<file path="config.mk">
export PLATFORM = sky130hd
export DESIGN_NAME = eep_slave_engine
export DESIGN_NICKNAME = d
export VERILOG_FILES = /design/src/rtl/eep_pkg.sv /design/src/rtl/eep_line_sampler.sv /design/src/rtl/eep_addr_ctr.sv /design/src/rtl/eep_xfer_fsm.sv /design/src/rtl/eep_slave_engine.sv
export SDC_FILE = /design/constraint.sdc
export NUM_CORES = 1
export LEC_CHECK = 0
export ABC_AREA = 1
export BUFFER_PORTS_ARGS = -buffer_cell sky130_fd_sc_hd__buf_4
export CORE_ASPECT_RATIO = 0.8
export CORE_MARGIN = 3
export CORE_UTILIZATION = 45
export DETAILED_ROUTE_END_ITERATION = 8
export MAX_ROUTING_LAYER = met4
export PLACE_DENSITY = 0.72
export SYNTH_ARGS = -nofsm -noshare
export SYNTH_HDL_FRONTEND = slang
export SYNTH_SLANG_ARGS = --single-unit
export TNS_END_PERCENT = 30
</file>
<file path="constraint.sdc">
create_clock -name clk -period 2.2 [get_ports clk]
set_clock_uncertainty 0.05 [all_clocks]
set_input_delay 0.44 -clock clk [delete_from_list [all_inputs] [get_ports clk]]
set_output_delay 0.44 -clock clk [all_outputs]
set_load 0.05 [all_outputs]
</file>
<file path="src/rtl/eep_pkg.sv">
package eep_pkg;

    typedef enum logic [3:0] {
        ST_IDLE,
        ST_DEV,
        ST_DEV_ACK,
        ST_AHI,
        ST_AHI_ACK,
        ST_ALO,
        ST_ALO_ACK,
        ST_WDAT,
        ST_WDAT_ACK,
        ST_RDAT,
        ST_RACK
    } eep_state_e;

    // Synchronized line levels and the events derived from them
    typedef struct packed {
        logic scl;
        logic sda;
        logic scl_rise;
        logic scl_fall;
        logic start;
        logic stop;
    } bus_ev_t;

    localparam logic [3:0] DEV_TYPE_CODE = 4'b1010;

    function automatic logic sel_match(input logic [7:0] b, input logic [2:0] ce);
        return (b[7:4] == DEV_TYPE_CODE) && (b[3:1] == ce);
    endfunction

endpackage

</file>
<file path="src/rtl/eep_line_sampler.sv">
module eep_line_sampler
    import eep_pkg::*;
#(
    parameter int SYNC_STAGES = 2
) (
    input  logic    clk,
    input  logic    rst,
    input  logic    scl_i,
    input  logic    sda_i,
    output bus_ev_t ev
);
    localparam int NLINES = 2;

    logic [NLINES-1:0] raw;
    logic [NLINES-1:0] synced;
    logic [NLINES-1:0] delayed;

    assign raw = {sda_i, scl_i};

    genvar g;
    generate
        for (g = 0; g < NLINES; g++) begin : g_line
            logic [SYNC_STAGES-1:0] chain;
            always_ff @(posedge clk) begin
                if (rst) begin
                    chain      <= '1;
                    delayed[g] <= 1'b1;
                end else begin
                    chain      <= {chain[SYNC_STAGES-2:0], raw[g]};
                    delayed[g] <= chain[SYNC_STAGES-1];
                end
            end
            assign synced[g] = chain[SYNC_STAGES-1];
        end
    endgenerate

    always_comb begin
        ev.scl      = synced[0];
        ev.sda      = synced[1];
        ev.scl_rise = synced[0] & ~delayed[0];
        ev.scl_fall = ~synced[0] & delayed[0];
        ev.start    = synced[0] & delayed[0] & delayed[1] & ~synced[1];
        ev.stop     = synced[0] & delayed[0] & ~delayed[1] & synced[1];
    end

endmodule

</file>
<file path="src/rtl/eep_addr_ctr.sv">
module eep_addr_ctr #(
    parameter int ADDR_W = 13,
    parameter int PAGE_W = 5
) (
    input  logic              clk,
    input  logic              rst,
    input  logic              load,
    input  logic [ADDR_W-1:0] load_val,
    input  logic              inc_full,
    input  logic              inc_page,
    output logic [ADDR_W-1:0] addr
);
    localparam int UPPER_W = ADDR_W - PAGE_W;

    logic [PAGE_W-1:0]  low_next;
    logic [UPPER_W-1:0] upper;

    assign upper    = addr[ADDR_W-1:PAGE_W];
    assign low_next = addr[PAGE_W-1:0] + 1'b1;

    always_ff @(posedge clk) begin
        if (rst)
            addr <= '0;
        else if (load)
            addr <= load_val;
        else if (inc_full)
            addr <= addr + 1'b1;
        else if (inc_page)
            addr <= {upper, low_next};
    end

endmodule

</file>
<file path="src/rtl/eep_xfer_fsm.sv">
module eep_xfer_fsm
    import eep_pkg::*;
#(
    parameter int ADDR_W = 13,
    parameter int PAGE_W = 5
) (
    input  logic              clk,
    input  logic              rst,
    input  bus_ev_t           ev,
    input  logic [2:0]        chip_en,
    input  logic              wr_ctrl,
    input  logic              wr_busy,
    input  logic [7:0]        rd_data,
    input  logic [ADDR_W-1:0] addr_q,
    output logic              ctr_load,
    output logic [ADDR_W-1:0] ctr_load_val,
    output logic              ctr_inc_full,
    output logic              ctr_inc_page,
    output logic              sda_oe,
    output logic              wr_push,
    output logic [ADDR_W-1:0] wr_addr,
    output logic [7:0]        wr_data,
    output logic              wr_commit,
    output logic              wr_cancel
);
    localparam int HI_W = ADDR_W - 8;

    eep_state_e      state;
    logic [3:0]      bitcnt;
    logic [7:0]      shreg;
    logic [HI_W-1:0] hi_q;
    logic            ack_pend;
    logic            rw_q;
    logic            mack_q;
    logic            pend_q;
    logic [7:0]      rx_byte;
    logic            no_cond;
    logic            last_bit;

    assign rx_byte  = {shreg[6:0], ev.sda};
    assign no_cond  = ~ev.start & ~ev.stop;
    assign last_bit = ev.scl_rise && (bitcnt == 4'd7) && no_cond;

    always_comb begin
        ctr_load     = (state == ST_ALO) && last_bit;
        ctr_load_val = {hi_q, rx_byte};
        ctr_inc_page = (state == ST_WDAT) && last_bit && !wr_ctrl;
        ctr_inc_full = ev.scl_fall && no_cond &&
                       (((state == ST_DEV_ACK) && rw_q) || ((state == ST_RACK) && mack_q));
    end

    always_ff @(posedge clk) begin
        if (rst) begin
            state     <= ST_IDLE;
            bitcnt    <= '0;
            shreg     <= '0;
            hi_q      <= '0;
            ack_pend  <= 1'b0;
            rw_q      <= 1'b0;
            mack_q    <= 1'b0;
            pend_q    <= 1'b0;
            sda_oe    <= 1'b0;
            wr_push   <= 1'b0;
            wr_addr   <= '0;
            wr_data   <= '0;
            wr_commit <= 1'b0;
            wr_cancel <= 1'b0;
        end else begin
            wr_push   <= 1'b0;
            wr_commit <= 1'b0;
            wr_cancel <= 1'b0;
            if (ev.start) begin
                sda_oe    <= 1'b0;
                bitcnt    <= '0;
                wr_cancel <= pend_q;
                pend_q    <= 1'b0;
                state     <= wr_busy ? ST_IDLE : ST_DEV;
            end else if (ev.stop) begin
                sda_oe    <= 1'b0;
                wr_commit <= pend_q && (state == ST_WDAT) && (bitcnt == 4'd1);
                wr_cancel <= pend_q && !((state == ST_WDAT) && (bitcnt == 4'd1));
                pend_q    <= 1'b0;
                state     <= ST_IDLE;
            end else begin
                unique case (state)
                    ST_DEV, ST_AHI, ST_ALO, ST_WDAT: begin
                        if (ev.scl_rise) begin
                            shreg  <= rx_byte;
                            bitcnt <= bitcnt + 1'b1;
                            if (bitcnt == 4'd7) begin
                                ack_pend <= 1'b1;
                                if (state == ST_DEV) begin
                                    rw_q <= rx_byte[0];
                                    if (!sel_match(rx_byte, chip_en) || wr_busy)
                                        state <= ST_IDLE;
                                end else if (state == ST_AHI) begin
                                    hi_q <= rx_byte[HI_W-1:0];
                                end else if (state == ST_WDAT) begin
                                    ack_pend <= !wr_ctrl;
                                    if (!wr_ctrl) begin
                                        wr_push <= 1'b1;
                                        wr_addr <= addr_q;
                                        wr_data <= rx_byte;
                                        pend_q  <= 1'b1;
                                    end
                                end
                            end
                        end else if (ev.scl_fall && bitcnt == 4'd8) begin
                            sda_oe <= ack_pend;
                            unique case (state)
                                ST_DEV:  state <= ST_DEV_ACK;
                                ST_AHI:  state <= ST_AHI_ACK;
                                ST_ALO:  state <= ST_ALO_ACK;
                                default: state <= ST_WDAT_ACK;
                            endcase
                        end
                    end
                    ST_DEV_ACK, ST_AHI_ACK, ST_ALO_ACK, ST_WDAT_ACK: begin
                        if (ev.scl_fall) begin
                            sda_oe <= 1'b0;
                            bitcnt <= '0;
                            unique case (state)
                                ST_DEV_ACK: begin
                                    if (rw_q) begin
                                        shreg  <= rd_data;
                                        sda_oe <= ~rd_data[7];
                                        state  <= ST_RDAT;
                                    end else begin
                                        state <= ST_AHI;
                                    end
                                end
                                ST_AHI_ACK: state <= ST_ALO;
                                default:    state <= ST_WDAT;
                            endcase
                        end
                    end
                    ST_RDAT: begin
                        if (ev.scl_rise) begin
                            bitcnt <= bitcnt + 1'b1;
                        end else if (ev.scl_fall) begin
                            if (bitcnt == 4'd8) begin
                                sda_oe <= 1'b0;
                                state  <= ST_RACK;
                            end else begin
                                shreg  <= {shreg[6:0], 1'b0};
                                sda_oe <= ~shreg[6];
                            end
                        end
                    end
                    ST_RACK: begin
                        if (ev.scl_rise) begin
                            mack_q <= ~ev.sda;
                        end else if (ev.scl_fall) begin
                            if (mack_q) begin
                                shreg  <= rd_data;
                                sda_oe <= ~rd_data[7];
                                bitcnt <= '0;
                                state  <= ST_RDAT;
                            end else begin
                                state <= ST_IDLE;
                            end
                        end
                    end
                    default: ;
                endcase
            end
        end
    end

    // a Stop leaves the engine in standby with the line released
    p_stop_idle_r1: assert property (@(posedge clk) disable iff (rst)
        $past(ev.stop) |-> (state == ST_IDLE) && !sda_oe);

    // standby never drives the line
    p_idle_quiet_r3: assert property (@(posedge clk) disable iff (rst)
        (state == ST_IDLE) |-> !sda_oe);

    // the pull-down only switches on while SCL is low
    p_oe_scl_low_r14: assert property (@(posedge clk) disable iff (rst)
        $rose(sda_oe) |-> $past(!ev.scl));

    // a pushed byte never comes from a protected write
    p_push_wc_low_r7: assert property (@(posedge clk) disable iff (rst)
        wr_push |-> !$past(wr_ctrl));

    // commit and cancel never together
    p_commit_excl_r8: assert property (@(posedge clk) disable iff (rst)
        !(wr_commit && wr_cancel));

    // a Start during a busy write cycle leaves the engine silent
    p_busy_silent_r13: assert property (@(posedge clk) disable iff (rst)
        ($past(wr_busy) && $past(ev.start)) |-> (state == ST_IDLE));

    // each byte sent advances the shared counter by one, wrapping
    p_seq_inc_r11: assert property (@(posedge clk) disable iff (rst)
        ((state == ST_RDAT) && ($past(state) != ST_RDAT)) |->
        (addr_q == ADDR_W'($past(addr_q) + 1'b1)));

    // a write advance keeps the page bits
    p_page_wrap_r6: assert property (@(posedge clk) disable iff (rst)
        $past(ctr_inc_page) |-> (addr_q[ADDR_W-1:PAGE_W] == $past(addr_q[ADDR_W-1:PAGE_W])));

endmodule

</file>
<file path="src/rtl/eep_slave_engine.sv">
module eep_slave_engine
    import eep_pkg::*;
#(
    parameter int ADDR_W      = 13,
    parameter int PAGE_W      = 5,
    parameter int SYNC_STAGES = 2
) (
    input  logic              clk,
    input  logic              rst,
    input  logic              scl_i,
    input  logic              sda_i,
    output logic              sda_oe,
    input  logic [2:0]        chip_en,
    input  logic              wr_ctrl,
    output logic [ADDR_W-1:0] mem_rd_addr,
    input  logic [7:0]        mem_rd_data,
    input  logic              wr_busy,
    output logic              wr_push,
    output logic [ADDR_W-1:0] wr_addr,
    output logic [7:0]        wr_data,
    output logic              wr_commit,
    output logic              wr_cancel
);
    bus_ev_t           ev;
    logic [ADDR_W-1:0] addr_q;
    logic              ctr_load;
    logic [ADDR_W-1:0] ctr_load_val;
    logic              ctr_inc_full;
    logic              ctr_inc_page;

    eep_line_sampler #(.SYNC_STAGES(SYNC_STAGES)) u_sampler (
        .clk   (clk),
        .rst   (rst),
        .scl_i (scl_i),
        .sda_i (sda_i),
        .ev    (ev)
    );

    eep_addr_ctr #(.ADDR_W(ADDR_W), .PAGE_W(PAGE_W)) u_ctr (
        .clk      (clk),
        .rst      (rst),
        .load     (ctr_load),
        .load_val (ctr_load_val),
        .inc_full (ctr_inc_full),
        .inc_page (ctr_inc_page),
        .addr     (addr_q)
    );

    eep_xfer_fsm #(.ADDR_W(ADDR_W), .PAGE_W(PAGE_W)) u_fsm (
        .clk          (clk),
        .rst          (rst),
        .ev           (ev),
        .chip_en      (chip_en),
        .wr_ctrl      (wr_ctrl),
        .wr_busy      (wr_busy),
        .rd_data      (mem_rd_data),
        .addr_q       (addr_q),
        .ctr_load     (ctr_load),
        .ctr_load_val (ctr_load_val),
        .ctr_inc_full (ctr_inc_full),
        .ctr_inc_page (ctr_inc_page),
        .sda_oe       (sda_oe),
        .wr_push      (wr_push),
        .wr_addr      (wr_addr),
        .wr_data      (wr_data),
        .wr_commit    (wr_commit),
        .wr_cancel    (wr_cancel)
    );

    assign mem_rd_addr = addr_q;

endmodule

</file>
# Yosys cells after proc, flatten, opt, wreduce, memory -nomap -nowiden

Cells that the tools add are included.

Add/sub/neg operators: 3
Equal/unequal tests: 38
Multiplexer cells: 57
Bitwise operators: 23
Reductions and logical operators: 42

Operators by type and width:

| kind                    | count |
|---|---|
| $mux W4                 | 20 |
| $mux W7                 | 10 |
| $pmux W7 S4             | 1 |
| $mux W13                | 2 |
| $pmux W4 S3             | 2 |
| $reduce_and A7 Y1       | 3 |
| $eq A4 B3 Y1 const B    | 5 |
| $eq A4 B4 Y1 const B    | 5 |
| $mux W1                 | 18 |
| $ne A2 B1 Y1 const B    | 9 |
| $reduce_and A9 Y1       | 2 |
| $ne A4 B1 Y1 const B    | 4 |
| $pmux W4 S4             | 1 |
| $logic_and A1 B1 Y1     | 15 |
| $ne A5 B5 Y1 const B    | 3 |
| $not A1 Y1              | 15 |
| $add A13 B1 Y13 const B | 1 |
| $reduce_and A13 Y1      | 1 |
| $reduce_and A11 Y1      | 1 |
| $reduce_or A9 Y1        | 1 |
| $and A1 B1 Y1           | 8 |
| $eq A4 B1 Y1 const B    | 2 |
| $eq A4 B2 Y1 const B    | 2 |
| $ne A2 B2 Y1 const B    | 4 |
| 21 further kinds        | 28 |

Register bits: 68
Output and inout bits: 38
Logic and storage cells: 183

# Longest topological paths before layout

Depth after elaboration: 11
Depth in mapped cells: 12

# Hierarchy

Synthesis repeated with hierarchy kept, for this count alone.

Cells, all modules: 526
Area total of the unflattened synthesis: 3696.0 µm²

Modules (own cells, without submodules):

| module           | instances | cells an instance | area an instance (µm²) |
|---|---|---|---|
| eep_xfer_fsm     | 1         | 377               | 2608.8 |
| eep_addr_ctr     | 1         | 123               | 874.6 |
| eep_line_sampler | 1         | 26                | 212.7 |

# Worst setup path after synthesis

OpenSTA, ideal clock, no wires.

Path type: reg-to-reg
Start point: reg u_ctr.addr[1]
End point: reg u_ctr.addr[12]
Data arrival time: 1.839 ns
Path slack: 0.201 ns
Stages on the path, launching flop included: 12
Path buffers: 0
Period minus slack after synthesis: 1.999 ns
Cell sequence: dfxtp_1 > ha_1 > nand2_1 > nor2_1 > nand3_1 > nor2_1 > nand2_1 > xor2_1 > nand2_1 > nand3_1 > nand2_1 > inv_1

Longest elaborated chain between the ends: 3

RTL lines:

| item                   | RTL line           | RTL |
|---|---|---|
| from (decl)            | eep_addr_ctr.sv:11 | `output logic [ADDR_W-1:0] addr` |
| from (signal assigned) | eep_addr_ctr.sv:25 | `addr <= load_val;` |
| from (signal assigned) | eep_addr_ctr.sv:27 | `addr <= addr + 1'b1;` |
| from (signal assigned) | eep_addr_ctr.sv:29 | `addr <= {upper, low_next};` |
| $add A13 B1 Y13        | eep_addr_ctr.sv:27 |  |
| $mux W13               | eep_addr_ctr.sv:26 | `else if (inc_full)` |
| $mux W13               | eep_addr_ctr.sv:24 | `else if (load)` |

No other way between the ends. The select of a mux whose other input is x is not followed.
A chain may end at the register's enable or synchronous reset.

# Final worst setup path

Start point: reg u_fsm.bitcnt[0]
End point: reg u_fsm.wr_data[2]

Longest elaborated chain between the ends: 2

RTL lines:

| item                               | RTL line            | RTL |
|---|---|---|
| from (decl)                        | eep_xfer_fsm.sv:29  | `logic [3:0] bitcnt;` |
| from (signal assigned)             | eep_xfer_fsm.sv:89  | `bitcnt <= bitcnt + 1'b1;` |
| from (signal assigned)             | eep_xfer_fsm.sv:139 | `bitcnt <= bitcnt + 1'b1;` |
| $eq A4 B3 Y1                       | eep_xfer_fsm.sv:90  | `if (bitcnt == 4'd7) begin` |
| $reduce_and A9 Y1 (no source line) | -                   |  |
| to (signal assigned)               | eep_xfer_fsm.sv:103 | `wr_data <= rx_byte;` |
| to (decl)                          | eep_xfer_fsm.sv:22  | `output logic [7:0] wr_data,` |

No other way between the ends.

==> impl_metrics.env <==
export IMPL_status="completed"
export IMPL_crit_required_ns=2.42
export IMPL_synth_edf_count=0
export IMPL_synth_fp_nets=518
export IMPL_syn_to_final_growth_pct=20.8
export IMPL_clock_fmax_mhz=504
export IMPL_wirelength_um=9230
export IMPL_die_area_um2=8800
export IMPL_grt_pass1_vias=3115
export IMPL_post_cts_buffers=0
export IMPL_period_share=0.902
export IMPL_syn_area_per_cell_um2=6.98
export IMPL_routedLengthMet1_um=4660
export IMPL_yosys_area_top_type="dfxtp_1"
export IMPL_overflow=0
export IMPL_fin_setup_tns_ns=0
export IMPL_multi_input_area_um2=1820
export IMPL_insertion_delay_ns=0.35
export IMPL_synth_cell_types=37
export IMPL_dr_wl_met3_um=735
export IMPL_synth_main_ff_cell="dfxtp_1"
export IMPL_leakagePower_uw=0.00186
export IMPL_hold_ws_ns=0.238
export IMPL_max_slew_worst_pin_slew_ns=0.553
export IMPL_maxUsedRoutingLayer="met4"
export IMPL_min_period_ns=1.98
export IMPL_rsz0062_at_grt="no"
export IMPL_final_layout_size_suffix_gt1_frac=0.220
export IMPL_clk_pin_slew_worst_paths_ns=0.08
export IMPL_die_y_um=84.5
export IMPL_drc=0
export IMPL_setup_viol=0
export IMPL_hold_buffers=0
export IMPL_antenna_found_initial=0
export IMPL_clockBufferDepth=2
export IMPL_pre_cts_slack_ns=0.262
export IMPL_rows=27
export IMPL_met2_length_um=3680
export IMPL_io_buffers=54
export IMPL_ys_seq_elements=68
export IMPL_crit_arrival_ns=2.20
export IMPL_cts_resized=0
export IMPL_synthCells=497
export IMPL_worstSetupEndpointType="register"
export IMPL_ir_drop_uv=585
export IMPL_synth_most_common_cell="nand2_1"
export IMPL_worst_slack_ns=0.216
export IMPL_drt_pass1_iter_count=5
export IMPL_core_um2=7160
export IMPL_grt_pass1_wl_um=15400
export IMPL_num_antenna_cells=0
export IMPL_synthArstFlopShare=0
export IMPL_maxCapViolations=0
export IMPL_cellPowerDensity_nw_per_um2=1050
export IMPL_cts_sinks=68
export IMPL_gp_congestion=1.01
export IMPL_grt_max_degree=41
export IMPL_die_w_um=104
export IMPL_cp_start_kind="register"
export IMPL_relSlewSlack=0.630
export IMPL_dp_hpwl_um=7000
export IMPL_initial_utilization=0.484
export IMPL_cts_buffers=9
export IMPL_regArea_um2=1360
export IMPL_track_usage=0.219
export IMPL_nFillCells=694
export IMPL_synth_warnings=0
export IMPL_cts_tree="yes"
export IMPL_hold_viol=0
export IMPL_via_count=3531
export IMPL_synthTopCellsByCount="99 x nand2_1, 68 x dfxtp_1, 60 x nor2_1"
export IMPL_crit_fanout=40
export IMPL_yosys_top_cells_area="dfxtp_1 39%, nand2_1 11%, o21ai_0 7.6%, nor2_1 6.5%, a21oi_1 6.2%"
export IMPL_seq_area_frac_synth=0.392
export IMPL_fin_nets=577
export IMPL_ant_nets=0
export IMPL_drt_iter0_drc=234
export IMPL_root_buffer="clkbuf_8"
export IMPL_vias_per_cell=5.35
export IMPL_min_path_type="input pin to register"
export IMPL_wl_per_cell_um=14.0
export IMPL_synthesis_area_um2=3470
export IMPL_maxSlewViolCount=0
export IMPL_yosys_area_top_type_share=0.392
export IMPL_pin_count=55
export IMPL_h_tree_depth=3
export IMPL_crit_type="register to register"
## path summary, 6_finish.rpt
kind | from | endpoint | slack [ns] | cells after the start
worst min register to register | u_sampler.g_line[0].chain[0] | u_sampler.g_line[0].chain[1] | 0.38 | 1
worst max register to register | u_fsm.bitcnt[0] | u_fsm.wr_data[2] | 0.22 | 10
worst max-delay path | u_fsm.bitcnt[0] | u_fsm.wr_data[2] | 0.22 | 10
worst min-delay path | sda_i | u_sampler.g_line[1].chain[0] | 0.24 | 2
## routing by layer
metal,GRT usage,up-vias
met1,0.318,1607
li1,-,1739
met3,0.0523,21
met2,0.295,164
met5,-,-
met4,0.0725,0
## power by group
part           total [µW]  leakage [µW]  internal (µW)  switching [µW]
Sequential           1490      0.000551           1360             137
Combinational        1900       0.00121            599            1300
Clock                1020     0.0000983            572             451
Total                4420       0.00186           2530            1890
## worst max-delay path, stage by stage (launching register included)
cell	delay, ns
dfxtp_1	0.41
ha_1	0.20
nand2_1	0.08
nor2_2	0.13
nand2_2	0.12
nor3_2	0.14
nand3_2	0.20
inv_2	0.13
buf_12	0.18
o21ai_0	0.09
a21oi_1	0.15
## kinds of logic after synthesis
logic type / after synthesis / synth area share
AND/OR/NAND/NOR: 228 / 0.310
AO/OA/AOI/OAI: 118 / 0.183
buffers and inverters: 72 / 0.0822
flip-flops: 68 / 0.392
XOR/XNOR: 7 / 0.0177
adder cells (fa/ha/maj): 4 / 0.0144
## metrics by stage
| stage | std cells | util | instance area, µm² | total power, µW |
|---|---|---|---|---|
| final | 660 | 0.585 | 4190 | 4420 |
| after global routing | 660 | 0.585 | 4190 | 4720 |
| after CTS | 660 | 0.585 | 4190 | 4400 |
| after detailed placement | 646 | 0.558 | 4000 | 3370 |
| after global placement | 646 | 0.558 | 4000 | 3350 |
| after floorplan | 497 | - | 3470 | 2950 |
## state kept, by name (all words and copies together) (netlist names)
| signal | flops |
|---|---|
| u_fsm.state | 4 |
| u_fsm.ack_pend | 1 |
| u_fsm.wr_commit | 1 |
| u_fsm.hi_q | 5 |
| u_ctr.addr | 13 |
| u_fsm.wr_data | 8 |
| u_fsm.shreg | 7 |
| u_fsm.wr_cancel | 1 |
| u_fsm.bitcnt | 4 |
| u_sampler.delayed | 2 |
| u_fsm.mack_q | 1 |
| u_fsm.rw_q | 1 |
| u_fsm.wr_push | 1 |
| u_sampler.g_line.chain | 4 |
| u_fsm.wr_addr | 13 |
| u_fsm.sda_oe | 1 |
| u_fsm.pend_q | 1 |
## cell type report
class | instances | share of cell area
multi-input combinational | 357 | 0.435
sequential | 68 | 0.325
timing repair buffer | 60 | 0.111
inverter | 60 | 0.0541
clock buffer | 12 | 0.0370
tap | 101 | 0.0302
clock inverter | 2 | 0.00836
## cell usage in the layout (no fill, tap or decap), drive strengths merged, types with 2 or more instances in the layout
master  Yosys  layout
inv        59      59
nand2     109     109
xor2        5       5
clkinv      1       2
nor3b       2       2
nor3        6       6
or2         4       4
a21oi      43      43
nor2       74      74
dfxtp      68      68
clkbuf      4      12
xnor2       2       2
o211ai      2       2
o221ai      2       2
buf         8      60
a31oi       5       5
ha          4       4
nand4       8       8
nand3      24      24
o21ai      60      60
o22ai       3       3
Note: power is estimated with default switching activity, not from simulation.
